<file path="src/rtl/rdiv_pkg.sv">
package rdiv_pkg;

    typedef enum logic {
        ST_IDLE = 1'b0,
        ST_RUN  = 1'b1
    } rdiv_state_e;

    typedef struct packed {
        logic load;   // capture operands this edge
        logic step;   // perform one trial this edge
        logic last;   // this trial is the final one
    } rdiv_ctl_t;

    // counter must reach W (the index of the final trial)
    function automatic int rdiv_cnt_bits(input int w);
        return $clog2(w + 2);
    endfunction

endpackage

</file>
<file path="src/rtl/rdiv_ctrl.sv">
module rdiv_ctrl
    import rdiv_pkg::*;
#(
    parameter int W = 8
) (
    input  logic      clk,
    input  logic      rst,
    input  logic      start,
    output rdiv_ctl_t ctl,
    output logic      busy,
    output logic      done
);
    localparam int            CW   = rdiv_cnt_bits(W);
    localparam logic [CW-1:0] LAST = CW'(W);

    rdiv_state_e   state;
    logic [CW-1:0] cnt;

    always_comb begin
        ctl.load = (state == ST_IDLE) && start;
        ctl.step = (state == ST_RUN);
        ctl.last = (state == ST_RUN) && (cnt == LAST);
    end

    assign busy = (state == ST_RUN);

    always_ff @(posedge clk) begin
        if (rst) begin
            state <= ST_IDLE;
            cnt   <= '0;
            done  <= 1'b0;
        end else begin
            done <= ctl.last;
            if (ctl.load) begin
                state <= ST_RUN;
                cnt   <= '0;
            end else if (ctl.last) begin
                state <= ST_IDLE;
                cnt   <= '0;
            end else if (ctl.step) begin
                cnt <= cnt + 1'b1;
            end
        end
    end
endmodule

</file>
<file path="src/rtl/rdiv_trial.sv">
module rdiv_trial #(
    parameter int W2 = 16
) (
    input  logic [W2-1:0] part_rem,
    input  logic [W2-1:0] shifted_den,
    output logic [W2-1:0] diff,
    output logic          fits
);
    logic [W2:0] wide;

    assign wide = {1'b0, part_rem} - {1'b0, shifted_den};
    assign fits = ~wide[W2];
    assign diff = wide[W2-1:0];
endmodule

</file>
<file path="src/rtl/rdiv_dpath.sv">
module rdiv_dpath
    import rdiv_pkg::*;
#(
    parameter int W = 8
) (
    input  logic         clk,
    input  logic         rst,
    input  rdiv_ctl_t    ctl,
    input  logic [W-1:0] dividend,
    input  logic [W-1:0] divisor,
    output logic [W-1:0] quotient,
    output logic [W-1:0] remainder,
    output logic         zero_seen
);
    localparam int W2 = 2 * W;

    logic [W2-1:0] rem_q;
    logic [W2-1:0] den_q;
    logic [W-1:0]  quo_q;
    logic [W2-1:0] diff;
    logic          fits;

    rdiv_trial #(.W2(W2)) u_trial (
        .part_rem    (rem_q),
        .shifted_den (den_q),
        .diff        (diff),
        .fits        (fits)
    );

    always_ff @(posedge clk) begin
        if (rst) begin
            rem_q     <= '0;
            den_q     <= '0;
            quo_q     <= '0;
            zero_seen <= 1'b0;
        end else if (ctl.load) begin
            rem_q     <= {{W{1'b0}}, dividend};
            den_q     <= {divisor, {W{1'b0}}};
            quo_q     <= '0;
            zero_seen <= (divisor == '0);
        end else if (ctl.step) begin
            if (fits) begin
                rem_q <= diff;
            end
            quo_q <= {quo_q[W-2:0], fits};
            den_q <= den_q >> 1;
        end
    end

    assign quotient  = quo_q;
    assign remainder = rem_q[W-1:0];
endmodule

</file>
<file path="src/rtl/rdiv_top.sv">
module rdiv_top
    import rdiv_pkg::*;
#(
    parameter int W = 8
) (
    input  logic         clk,
    input  logic         rst,
    input  logic         start,
    input  logic [W-1:0] dividend,
    input  logic [W-1:0] divisor,
    output logic         busy,
    output logic         done,
    output logic [W-1:0] quotient,
    output logic [W-1:0] remainder,
    output logic         div_zero
);
    rdiv_ctl_t ctl;
    logic      zero_seen;

    rdiv_ctrl #(.W(W)) u_ctrl (
        .clk   (clk),
        .rst   (rst),
        .start (start),
        .ctl   (ctl),
        .busy  (busy),
        .done  (done)
    );

    rdiv_dpath #(.W(W)) u_dpath (
        .clk       (clk),
        .rst       (rst),
        .ctl       (ctl),
        .dividend  (dividend),
        .divisor   (divisor),
        .quotient  (quotient),
        .remainder (remainder),
        .zero_seen (zero_seen)
    );

    assign div_zero = done & zero_seen;
endmodule

</file>
<file path="config.mk">
export PLATFORM = sky130hd
export DESIGN_NAME = rdiv_top
export DESIGN_NICKNAME = d
export VERILOG_FILES = /design/src/rtl/rdiv_pkg.sv /design/src/rtl/rdiv_ctrl.sv /design/src/rtl/rdiv_trial.sv /design/src/rtl/rdiv_dpath.sv /design/src/rtl/rdiv_top.sv
export SDC_FILE = /design/constraint.sdc
export NUM_CORES = 1
export LEC_CHECK = 0
export ABC_CLOCK_PERIOD_IN_PS = 3100
export BUFFER_PORTS_ARGS = -buffer_cell sky130_fd_sc_hd__buf_2
export CAP_MARGIN = 20
export CORE_AREA = 8 8 60 112
export CTS_CLUSTER_SIZE = 25
export DETAILED_ROUTE_END_ITERATION = 7
export DIE_AREA = 0 0 68 120
export PLACE_DENSITY = 0.72
export SYNTH_ARGS = -nofsm -noshare
export SYNTH_HDL_FRONTEND = slang
export SYNTH_SLANG_ARGS = --single-unit
</file>
<file path="constraint.sdc">
create_clock -name clk -period 3.1 [get_ports clk]
set_input_delay 0 -clock clk [delete_from_list [all_inputs] [get_ports clk]]
set_output_delay 0 -clock clk [all_outputs]
set_load 0.02 [all_outputs]
</file>
; After elaboration in Yosys (flattened, before gate mapping)
; Cells that the tools add are included.
[totals]
in_bits = 19
regBits = 47
[op_classes]
bitwise = 3
n_reduce_logical = 9
n_addsub = 2
n_eq_ne = 2
mux = 7
[ops]
columns = operator, n
row1 = two-way mux 16 bit, 2
row2 = two-way mux 8 bit, 3
row3 = subtractor 16 x 16 -> 17 bit, 1
row4 = zero test 8 bit, 1
row5 = adder 4 x 1 -> 4 bit (second input constant), 1
row6 = == test 4 bit (second input constant), 1
row7 = AND reduction 2 bit, 2
row8 = nonzero test 2 bit, 2
row9 = OR reduction 3 bit, 1
row10 = logical AND 1 bit, 2
row11 = two-way mux 1 bit, 2
row12 = inequality test 2 bit (second input constant), 1
row13 = inverter 1 bit, 2
row14 = OR reduction 2 bit, 1
row15 = bitwise AND 1 bit, 1

; Logic depth before layout (Yosys ltp)
; Gate-level depths: netlist of the first run.
[logic_depth]
word_depth = 4
mapped_depth = 11
ltp_nobuf = 10

; By module
; From an unflattened synthesis of the first run, not the netlist that was laid out.
[unflattened]
hier_cells = 341
area_unflattened_um2 = 3081.7
[by_module_without_submodules]
columns = module, area_each_um2, n_inst, cells_each, seq_area_each_um2
row1 = rdiv_dpath, 1939.4, 1, 185, 820.8
row2 = rdiv_trial, 857.1, 1, 127, 0.0
row3 = rdiv_ctrl, 279.0, 1, 28, 120.1
row4 = rdiv_top, 6.3, 1, 1, 0.0

; Worst setup path before layout of the first run
; No wires, ideal clock.
[synth_path]
kind = register to register
start = reg u_dpath.rem_q[0]
end = reg u_dpath.rem_q[14]
slack_ns = 0.689
setup_ns = 0.071
arrival_ns = 2.341
stages_incl_launch_ff = 11
synth_period_minus_slack_ns = 2.411
path_cell_list = dfxtp_1 > inv_1 > ha_1 > fa_1 > nand2b_1 > a21oi_2 > o21ai_1 > a21oi_2 > o31ai_4 > or4_1 > a21oi_1
[synth_via]
elab_chain_len = 3
[synth_rtl]
columns = item, line_no
row1 = from (decl), rdiv_dpath.sv:17  ; logic [W2-1:0] rem_q;
row2 = from (signal assigned), rdiv_dpath.sv:37  ; rem_q <= {{W{1'b0}}, dividend};
row3 = from (signal assigned), rdiv_dpath.sv:43  ; rem_q <= diff;
row4 = subtractor 16 x 16 -> 17 bit *, rdiv_trial.sv:11  ; assign wide = {1'b0, part_rem} - {1'b0, shifted_den};
row5 = inverter 1 bit (no source line), --
row6 = AND reduction 2 bit (no source line), --
; Every way passes the cells marked *; elsewhere a longest branch is shown, timed or not.
; A chain may end at the register's enable or synchronous reset.

; Worst setup path in the final report of the first run
; Same ends and word-level chain as after synthesis.

==> results of run 1 <==
[placed cells by master (no fill, tap or decap), drive strengths merged, types with 2 or more instances in the layout]
cell	netlist	routed
a2111oi	3	3
a211o	2	2
a211oi	19	19
a21o	3	3
a21oi	17	17
a311oi	2	2
and2	3	3
buf	14	39
clkbuf	10	6
dfxtp	47	47
dlygate4sd3	0	2
ha	18	18
inv	21	22
mux2i	18	18
nand2	20	20
nand2b	5	5
nand3	4	4
nor2	46	46
nor2b	3	3
nor3	13	13
nor3b	4	4
nor4	4	4
o21a	3	3
o21ai	8	8
o31a	2	2
o31ai	2	2
o32ai	2	2
or2	3	3
xnor2	5	5
xor2	7	7
[flip-flops by register name, summed over array words and instances (netlist names)]
signal and count:
u_dpath.zero_seen 1, u_dpath.rem_q 16, u_ctrl.busy 1, u_dpath.quotient 8, u_ctrl.done 1, u_dpath.den_q 16
u_ctrl.cnt 4
[worst max-delay path: stages, from the launching register on]
cell	delay, ns
dfxtp_1	0.34
inv_1	0.07
ha_1	0.23
fa_1	0.41
nand2b_1	0.19
a21oi_2	0.17
o21ai_1	0.13
a21oi_2	0.29
o31ai_4	0.20
or4_1	0.51
a21oi_1	0.15
[cell type report]
class / instances / area (sq um) / area share
multi-input cells: 231 / 1640 / 0.532
flip-flops and latches: 47 / 942 / 0.307
repair buffers: 41 / 220 / 0.0717
clock buffers: 6 / 82.6 / 0.0269
inverters: 21 / 78.8 / 0.0257
well taps: 60 / 75.1 / 0.0244
clock inverters: 2 / 38.8 / 0.0126
[cell families after synthesis]
| logic type | count (synthesis) | synth area share |
|---|---|---|
| simple gates | 111 | 0.191 |
| compound gates | 70 | 0.200 |
| flops | 47 | 0.336 |
| buf+inv | 45 | 0.0792 |
| mux | 19 | 0.0684 |
| fa+ha+maj | 19 | 0.0877 |
| xor+xnor | 12 | 0.0376 |
[through the flow]
stage / hold WS [ns] / total power [uW] / std cells
2_1_floorplan: 0.166 / 1160 / 323
3_3_place_gp: 0.292 / 1230 / 398
3_5_place_dp: 0.301 / 1240 / 398
4_1_cts: 0.000669 / 1730 / 408
5_1_grt: 0.0194 / 1820 / 408
6_report: -0.00314 / 1720 / 408
[how the worst max path moves through the flow]
| stage | startpoint | endpoint | slack, ns | cells after the start |
|---|---|---|---|---|
| 2_1_floorplan | u_dpath.rem_q[0] | u_dpath.rem_q[14] | 0.69 | 10 |
| 3_3_place_gp | u_dpath.rem_q[0] | u_dpath.rem_q[14] | 0.51 | 10 |
| 3_5_place_dp | u_dpath.rem_q[0] | u_dpath.rem_q[14] | 0.39 | 10 |
| 4_1_cts | u_dpath.rem_q[0] | u_dpath.rem_q[14] | 0.36 | 10 |
| 5_1_grt | u_dpath.rem_q[0] | u_dpath.rem_q[6] | 0.15 | 10 |
| 6_report | u_dpath.rem_q[0] | u_dpath.rem_q[14] | 0.35 | 10 |
[synth_stat cells, types with 2 or more instances]
library cell  number  share of area
a21o_1             3         0.0080
o32ai_1            2         0.0063
nor4_1             4         0.0089
ha_1              18          0.081
xnor2_1            5          0.016
a211oi_1          18          0.048
nand2b_1           5          0.011
xor2_1             7          0.022
o21a_1             3         0.0080
a211o_1            2         0.0063
a21oi_1           15          0.027
dfxtp_1           47           0.34
nor2b_1            3         0.0067
a21oi_2            2         0.0063
nor2_1            46          0.062
nor3_1            12          0.021
nor3b_1            3         0.0080
a2111oi_2          3          0.016
nand3_1            4         0.0072
or2_2              3         0.0067
o21ai_0            6          0.011
buf_4              8          0.021
and2_1             3         0.0067
clkbuf_1          10          0.013
inv_1             21          0.028
mux2i_1           18          0.064
nand2_1           19          0.025
buf_6              3          0.012
buf_1              3         0.0040
[power by group through the flow]
| stage | clock network, uW | registers, uW | logic, uW |
|---|---|---|---|
| floorplan | 0 | 671 | 485 |
| global placement | 0 | 673 | 558 |
| detailed placement | 0 | 675 | 570 |
| CTS | 491 | 661 | 576 |
| global route | 512 | 665 | 643 |
| finish | 482 | 661 | 581 |
[routing by layer]
metal  wire, um  vias to the layer above  global-route usage
li1           -                     1174                   -
met1       2700                     1101               0.200
met2       3100                       65               0.271
met3        380                       14              0.0308
met4        131                        0              0.0632
met5          0                        -                   0
==> results.sh, run 1 <==
export IMPL_status="finished with violations"
export IMPL_violations="hold timing"
export IMPL_power_density_mw_per_mm2=561
export IMPL_period_minus_slack_ns=2.75
export IMPL_start_kind="register"
export IMPL_fillerInstances=480
export IMPL_drc_errors=0
export IMPL_hold_buffers=2
export IMPL_coreArea_sq_mm=0.00533
export IMPL_fin_crit_sh=0.887
export IMPL_crit_reg2reg_launch="u_dpath.rem_q[0]"
export IMPL_dpl_cell_area_sq_mm=0.00293
export IMPL_worstPathRequired_ns=3.33
export IMPL_cp_data_arrival_time_ns=2.98
export IMPL_fin_ws_ns=0.351
export IMPL_grt_pass1_vias=2440
export IMPL_cts_htree_levels=2
export IMPL_synth_seq_cells=47
export IMPL_worstHoldPathType="primary input to register"
export IMPL_synthFlopType="dfxtp_1"
export IMPL_clock_sinks=47
export IMPL_yosys_warnings=0
export IMPL_areaGrowthSynthToFinish_pct=9.84
export IMPL_cts_root_buffer="clkbuf_8"
export IMPL_p_comb_frac=0.337
export IMPL_tightest_slew_ns=0.625
export IMPL_maxSlewViolCount=0
export IMPL_start_util=0.525
export IMPL_worstPathMaxFanout=12
export IMPL_r2r_end="u_dpath.rem_q[14]"
export IMPL_synth_cells=323
export IMPL_r2r_slack_ns=0.35
export IMPL_crit_type="register to register"
export IMPL_synth_edff_count=0
export IMPL_routed_via_density=5.77
export IMPL_utilization=0.577
export IMPL_reg2reg_depth=10
export IMPL_cts_reportedPaths_clkPinSlew_ns=0.09
export IMPL_die_w_um=68
export IMPL_place_congestion=0.888
export IMPL_yosysSeqAreaShare=0.336
export IMPL_p_int_uw=1150
export IMPL_drtIter0Drc=94
export IMPL_ant_nets=0
export IMPL_holdPathEnd="u_dpath.rem_q[0]"
export IMPL_syn_cell_area_sq_mm=0.00280
export IMPL_grt_use_total=0.164
export IMPL_yosysUniqueCellTypes=56
export IMPL_seqPwrFrac=0.383
export IMPL_tns_ns=0
export IMPL_port_buffers=37
export IMPL_grt_antenna_before_repair=0
export IMPL_tritoncts="done"
export IMPL_first_pass_iters=4
export IMPL_wl_per_cell_um=15.5
export IMPL_hold_depth=3
export IMPL_grt_max_degree=45
export IMPL_power_switching_uw=578
export IMPL_switching_share=0.336
export IMPL_dieHeight_um=120
export IMPL_worst_slew_margin_rel=0.583
export IMPL_layout_drive_gt1_share=0.198
export IMPL_ios=38
export IMPL_num_rows=38
export IMPL_vdd_drop_max_mv=0.547
export IMPL_hold_viol_final=1
export IMPL_grt_overflow=0
export IMPL_timing_hold_ws_ns=-0.00314
export IMPL_cts_buffers=5
export IMPL_final_area_sq_mm=0.00307
export IMPL_die_area_sq_mm=0.00816
export IMPL_syn_area_per_cell_sq_um=8.66
export IMPL_power_leakage_uw=0.00128
export IMPL_setup_viol=0
export IMPL_drt_wl_total_um=6320
export IMPL_vias=2354
export IMPL_endpoint_kind="register"
export IMPL_clock_latency_ns=0.30
export IMPL_rsz0062_at_grt="false"
export IMPL_cts_setup_buffers=0
export IMPL_nets=385
export IMPL_hpwl_um=4700
export IMPL_syn_num_nets=361
export IMPL_cts_repair_resized=0
export IMPL_n_antenna_cell=0
export IMPL_clock_path_buffers=2
export IMPL_dp_slack_ns=0.390
export IMPL_async_flop_share=0
export IMPL_final_setup_skew_ns=0.00866
export IMPL_fmax_mhz=364
export IMPL_clockPowerShare=0.280
export IMPL_max_cap_viol_count=0
export IMPL_grt_pass1_wl_um=10900
export IMPL_worstHoldStart="dividend[0]"
No activity file was read; power rests on OpenSTA's default activity.
==> inputs of run 2 (changes only) <==
CORE_AREA = 8 8 81 83   (was 8 8 60 112)
DIE_AREA = 0 0 89 91   (was 0 0 68 120)
==> results.sh, run 2 (synthesized netlist as in run 1, its figures left out) <==
export IMPL_status="completed"
export IMPL_port_buffers=37
export IMPL_endpoint_kind="register"
export IMPL_cts_buffers=5
export IMPL_num_rows=27
export IMPL_fmax_mhz=369
export IMPL_worstPathMaxFanout=12
export IMPL_layout_drive_gt1_share=0.196
export IMPL_dieHeight_um=91
export IMPL_vdd_drop_max_mv=0.281
export IMPL_place_congestion=0.862
export IMPL_power_leakage_uw=0.00128
export IMPL_hold_buffers=6
export IMPL_cts_repair_resized=0
export IMPL_tns_ns=0
export IMPL_die_area_sq_mm=0.00810
export IMPL_layout_cells_most_common_list="nor2_1 (46), dfxtp_1 (46), buf_2 (37), inv_1 (21), nand2_1 (19)"
export IMPL_grt_overflow=0
export IMPL_cts_root_buffer="clkbuf_8"
export IMPL_clock_path_buffers=2
export IMPL_start_kind="register"
export IMPL_grt_use_total=0.156
export IMPL_cts_htree_levels=2
export IMPL_cts_reportedPaths_clkPinSlew_ns=0.09
export IMPL_drt_wl_total_um=6040
export IMPL_worst_slew_margin_rel=0.537
export IMPL_coreArea_sq_mm=0.00534
export IMPL_areaGrowthSynthToFinish_pct=10.7
export IMPL_hpwl_um=4460
export IMPL_timing_hold_ws_ns=0.00770
export IMPL_crit_reg2reg_launch="u_dpath.rem_q[0]"
export IMPL_r2r_slack_ns=0.39
export IMPL_drtIter0Drc=123
export IMPL_tightest_slew_ns=0.693
export IMPL_reg2reg_depth=10
export IMPL_ff_latch_area_sq_um=942
export IMPL_crit_type="register to register"
export IMPL_r2r_end="u_dpath.rem_q[14]"
export IMPL_wl_per_cell_um=14.2
export IMPL_die_w_um=89
export IMPL_grt_max_degree=25
export IMPL_n_antenna_cell=0
export IMPL_multi_input_area_sq_mm=0.00164
export IMPL_ant_nets=0
export IMPL_setup_viol=0
export IMPL_fillerInstances=518
export IMPL_routed_via_density=5.38
export IMPL_fin_crit_sh=0.875
export IMPL_cts_setup_buffers=0
export IMPL_start_util=0.524
export IMPL_worstPathRequired_ns=3.33
export IMPL_clock_latency_ns=0.30
export IMPL_cp_data_arrival_time_ns=2.95
export IMPL_clock_sinks=47
export IMPL_crit_path_end="u_dpath.rem_q[14]"
export IMPL_tritoncts="done"
export IMPL_worstHoldPathType="primary input to register"
export IMPL_drc_errors=0
export IMPL_nets=389
export IMPL_grt_pass1_vias=2247
export IMPL_hold_viol_final=0
export IMPL_max_cap_viol_count=0
export IMPL_power_density_mw_per_mm2=521
export IMPL_grt_antenna_before_repair=0
export IMPL_first_pass_iters=4
export IMPL_vias=2283
export IMPL_timing_critical_path_from="u_dpath.rem_q[0]"
export IMPL_rsz0062_at_grt="false"
export IMPL_ios=38
export IMPL_period_minus_slack_ns=2.71
export IMPL_grt_pass1_wl_um=10100
export IMPL_maxSlewViolCount=0
export IMPL_final_setup_skew_ns=0.00425
-- run 2: cell type report --
type | instances | area share
clock buffers | 5 | 0.0222
clock inverters | 3 | 0.00727
flip-flops and latches | 47 | 0.304
repair buffers | 45 | 0.0840
well taps | 72 | 0.0291
multi-input cells | 231 | 0.528
inverters | 21 | 0.0254
-- run 2: power breakdown --
group | internal, uW | switching (uW) | total [uW] | leakage (uW)
Clock | 162 | 221 | 382 | 0.0000485
Sequential | 638 | 28.6 | 667 | 0.000383
Combinational | 243 | 323 | 566 | 0.000853
-- run 2: layer usage --
metal	vias up	GRT usage	part of all wire
met5	-	0	0
met4	0	0.0583	0.017
met3	10	0.0450	0.073
met2	54	0.254	0.46
met1	1036	0.186	0.45
li1	1183	-	-
-- run 2: how the worst min path moves through the flow --
stage,from,to,slack (ns),depth (start not counted)
4_1_cts,divisor[7],u_dpath.den_q[15],0.005,3
3_3_place_gp,dividend[3],u_dpath.rem_q[3],0.29,3
3_5_place_dp,dividend[3],u_dpath.rem_q[3],0.29,3
2_1_floorplan,rst,u_dpath.rem_q[1],0.17,2
6_report,divisor[7],u_dpath.den_q[15],0.008,3
5_1_grt,dividend[6],u_dpath.rem_q[6],0.02,3
-- run 2: critical path: stages (launching register included) --
cell and delay [ns]:
dfxtp_1 0.33, inv_1 0.07, ha_1 0.22, fa_1 0.40, nand2b_1 0.19, a21oi_2 0.18, o21ai_1 0.12, a21oi_2 0.28
o31ai_4 0.20, or4_1 0.50, a21oi_1 0.14
-- run 2: metrics by stage --
stage,utilization,instances,total power [uW],setup slack (ns),area (sq um)
final,0.580,424,1620,0.388,3100
after detailed placement,0.552,410,1240,0.412,2950
after CTS,0.580,424,1630,0.386,3100
after global routing,0.580,424,1720,0.256,3100
after floorplan,-,323,1160,0.689,2800
after global placement,0.552,410,1230,0.491,2950
==> inputs of run 3 (changes only) <==
--- a/config.mk
+++ b/config.mk
@@ -6,12 +6,12 @@
 export NUM_CORES = 1
 export LEC_CHECK = 0
-export ABC_CLOCK_PERIOD_IN_PS = 3100
+export ABC_CLOCK_PERIOD_IN_PS = 2300
 export BUFFER_PORTS_ARGS = -buffer_cell sky130_fd_sc_hd__buf_2
 export CAP_MARGIN = 20
-export CORE_AREA = 8 8 81 83
+export CORE_AREA = 8 8 83 85
 export CTS_CLUSTER_SIZE = 25
 export DETAILED_ROUTE_END_ITERATION = 7
-export DIE_AREA = 0 0 89 91
-export PLACE_DENSITY = 0.72
+export DIE_AREA = 0 0 91 93
+export PLACE_DENSITY = 0.71
 export SYNTH_ARGS = -nofsm -noshare
 export SYNTH_HDL_FRONTEND = slang
==> constraint.sdc (replaced) <==
create_clock -name clk -period 2.3 [get_ports clk]
set_input_delay 0.23 -clock clk [delete_from_list [all_inputs] [get_ports clk]]
set_output_delay 0.23 -clock clk [all_outputs]
set_load 0.02 [all_outputs]
==> results.sh, run 3 (synthesized netlist as in run 1, its figures left out) <==
export IMPL_crit_type="register to register"
export IMPL_final_area_sq_mm=0.00354
export IMPL_instances_no_fill=465
export IMPL_coreArea_sq_mm=0.00568
export IMPL_grt_pass1_wl_um=11300
export IMPL_worstPathRequired_ns=2.55
export IMPL_cts_reportedPaths_clkPinSlew_ns=0.09
export IMPL_final_common_cell="nor2_1"
export IMPL_total_power_uw=2550
export IMPL_fmax_mhz=432
export IMPL_rsz0062_at_grt="true"
export IMPL_clockPowerShare=0.240
export IMPL_hold_viol_final=0
export IMPL_fin_ws_ns=-0.0138
export IMPL_grt_antenna_before_repair=0
export IMPL_ant_nets=0
export IMPL_start_kind="register"
export IMPL_power_leakage_uw=0.00150
export IMPL_clock_latency_ns=0.31
export IMPL_status="finished with violations"
export IMPL_fin_crit_sh=1.01
export IMPL_die_area_sq_mm=0.00846
export IMPL_worst_slew_margin_rel=0.666
export IMPL_start_util=0.493
export IMPL_tightest_slew_ns=0.502
export IMPL_grt_pass1_vias=2471
export IMPL_p_comb_frac=0.411
export IMPL_maxSlewViolCount=0
export IMPL_clock_sinks=47
export IMPL_clock_path_buffers=2
export IMPL_port_buffers=37
export IMPL_hold_buffers=0
export IMPL_die_w_um=91
export IMPL_place_congestion=0.847
export IMPL_grt_overflow=0
export IMPL_drtIter0Drc=75
export IMPL_areaGrowthSynthToFinish_pct=26.5
export IMPL_drc_errors=0
export IMPL_switching_share=0.340
export IMPL_grt_use_total=0.160
export IMPL_dp_cells=448
export IMPL_max_cap_viol_count=0
export IMPL_cts_buffers=5
export IMPL_seqPwrFrac=0.350
export IMPL_violations="setup timing"
export IMPL_layout_cells_most_common_list="nor2_1 (46), buf_4 (44), dfxtp_1 (44), buf_2 (37)"
export IMPL_dpl_cell_area_sq_mm=0.00323
export IMPL_power_switching_uw=868
export IMPL_vias=2500
export IMPL_layout_drive_gt1_share=0.338
export IMPL_worstHoldPathType="primary input to register"
export IMPL_ios=38
export IMPL_setup_viol=2
export IMPL_timing_hold_ws_ns=0.214
export IMPL_utilization=0.623
export IMPL_tritoncts="done"
export IMPL_period_minus_slack_ns=2.31
export IMPL_endpoint_kind="register"
export IMPL_cp_data_arrival_time_ns=2.57
export IMPL_nets=428
export IMPL_p_int_uw=1690
export IMPL_power_density_mw_per_mm2=722
export IMPL_drt_wl_total_um=6740
export IMPL_num_rows=28
export IMPL_cts_root_buffer="clkbuf_8"
export IMPL_vdd_drop_max_mv=0.570
export IMPL_worstPathMaxFanout=4
export IMPL_wl_per_cell_um=14.5
export IMPL_cts_htree_levels=2
export IMPL_hpwl_um=4720
export IMPL_routed_via_density=5.38
export IMPL_first_pass_iters=4
export IMPL_grt_max_degree=41
export IMPL_n_antenna_cell=0
export IMPL_dieHeight_um=93
export IMPL_final_setup_skew_ns=0.00975
[run 3: cell types whose count changed in the layout (fill, tap and decap cells not counted), moves of 3 or more]
cell           before  now
buf_4               2   44
ha_1               18   14
dlygate4sd3_1       6    0
buf_6               0    3
ha_4                0    4
[run 3: metrics by stage]
stage          setup slack [ns]  setup TNS, ns
2_1_floorplan           0.00714              0
3_3_place_gp            0.00236              0
3_5_place_dp            -0.0483         -0.252
4_1_cts                 -0.0294        -0.0294
5_1_grt                 -0.0968         -0.622
6_report                -0.0138        -0.0219
[run 3: layer usage]
| metal | part of all wire | wire length [um] | GRT usage | vias to the layer above |
|---|---|---|---|---|
| li1 | - | - | - | 1269 |
| met1 | 0.48 | 3220 | 0.197 | 1182 |
| met2 | 0.47 | 3190 | 0.267 | 41 |
| met3 | 0.033 | 225 | 0.0409 | 8 |
| met4 | 0.015 | 100 | 0.0532 | 0 |
| met5 | 0 | 0 | 0 | - |
[run 3: final cells by class]
type	count	area [sq um]
Inverter	21	78.8
Sequential cell	47	945
Clock buffer	5	68.8
Timing Repair Buffer	84	549
Tap cell	75	93.8
Fill cell	486	2140
Clock inverter	2	37.5
Multi-Input combinational cell	231	1770
[run 3: timing repair]
action / CTS / global route
endpoints found under the setup margin: 14 / 15
pin swaps: 13 / 7
gates cloned: 0 / 0
buffers inserted: 9 / 1
resized for setup: 13 / 12
[run 3: worst max-delay path, stage by stage (launching register included)]
cell and delay (ns):
dfxtp_2 0.34, inv_2 0.05, ha_4 0.15, fa_2 0.34
nand2b_4 0.16, a21oi_4 0.14, o21ai_2 0.10, a21oi_4 0.19
buf_6 0.13, o31ai_4 0.05, or4_1 0.49, a21oi_2 0.13
[run 3: worst paths after layout]
check               startpoint                end  slack, ns  depth (start not counted)
max           u_dpath.rem_q[0]  u_dpath.rem_q[14]      -0.01                         11
min                dividend[0]   u_dpath.rem_q[0]       0.21                          3
max reg2reg   u_dpath.rem_q[0]  u_dpath.rem_q[14]      -0.01                         11
min reg2reg  u_dpath.rem_q[13]  u_dpath.rem_q[13]       0.46                          2
[run 3: power by group through the flow]
stage          clock (uW)  combinational [uW]  sequential [uW]
3_5_place_dp            0                 898              908
6_report              612                1050              893
3_3_place_gp            0                 889              906
2_1_floorplan           0                 667              905
5_1_grt               653                1140              898
4_1_cts               616                 984              891
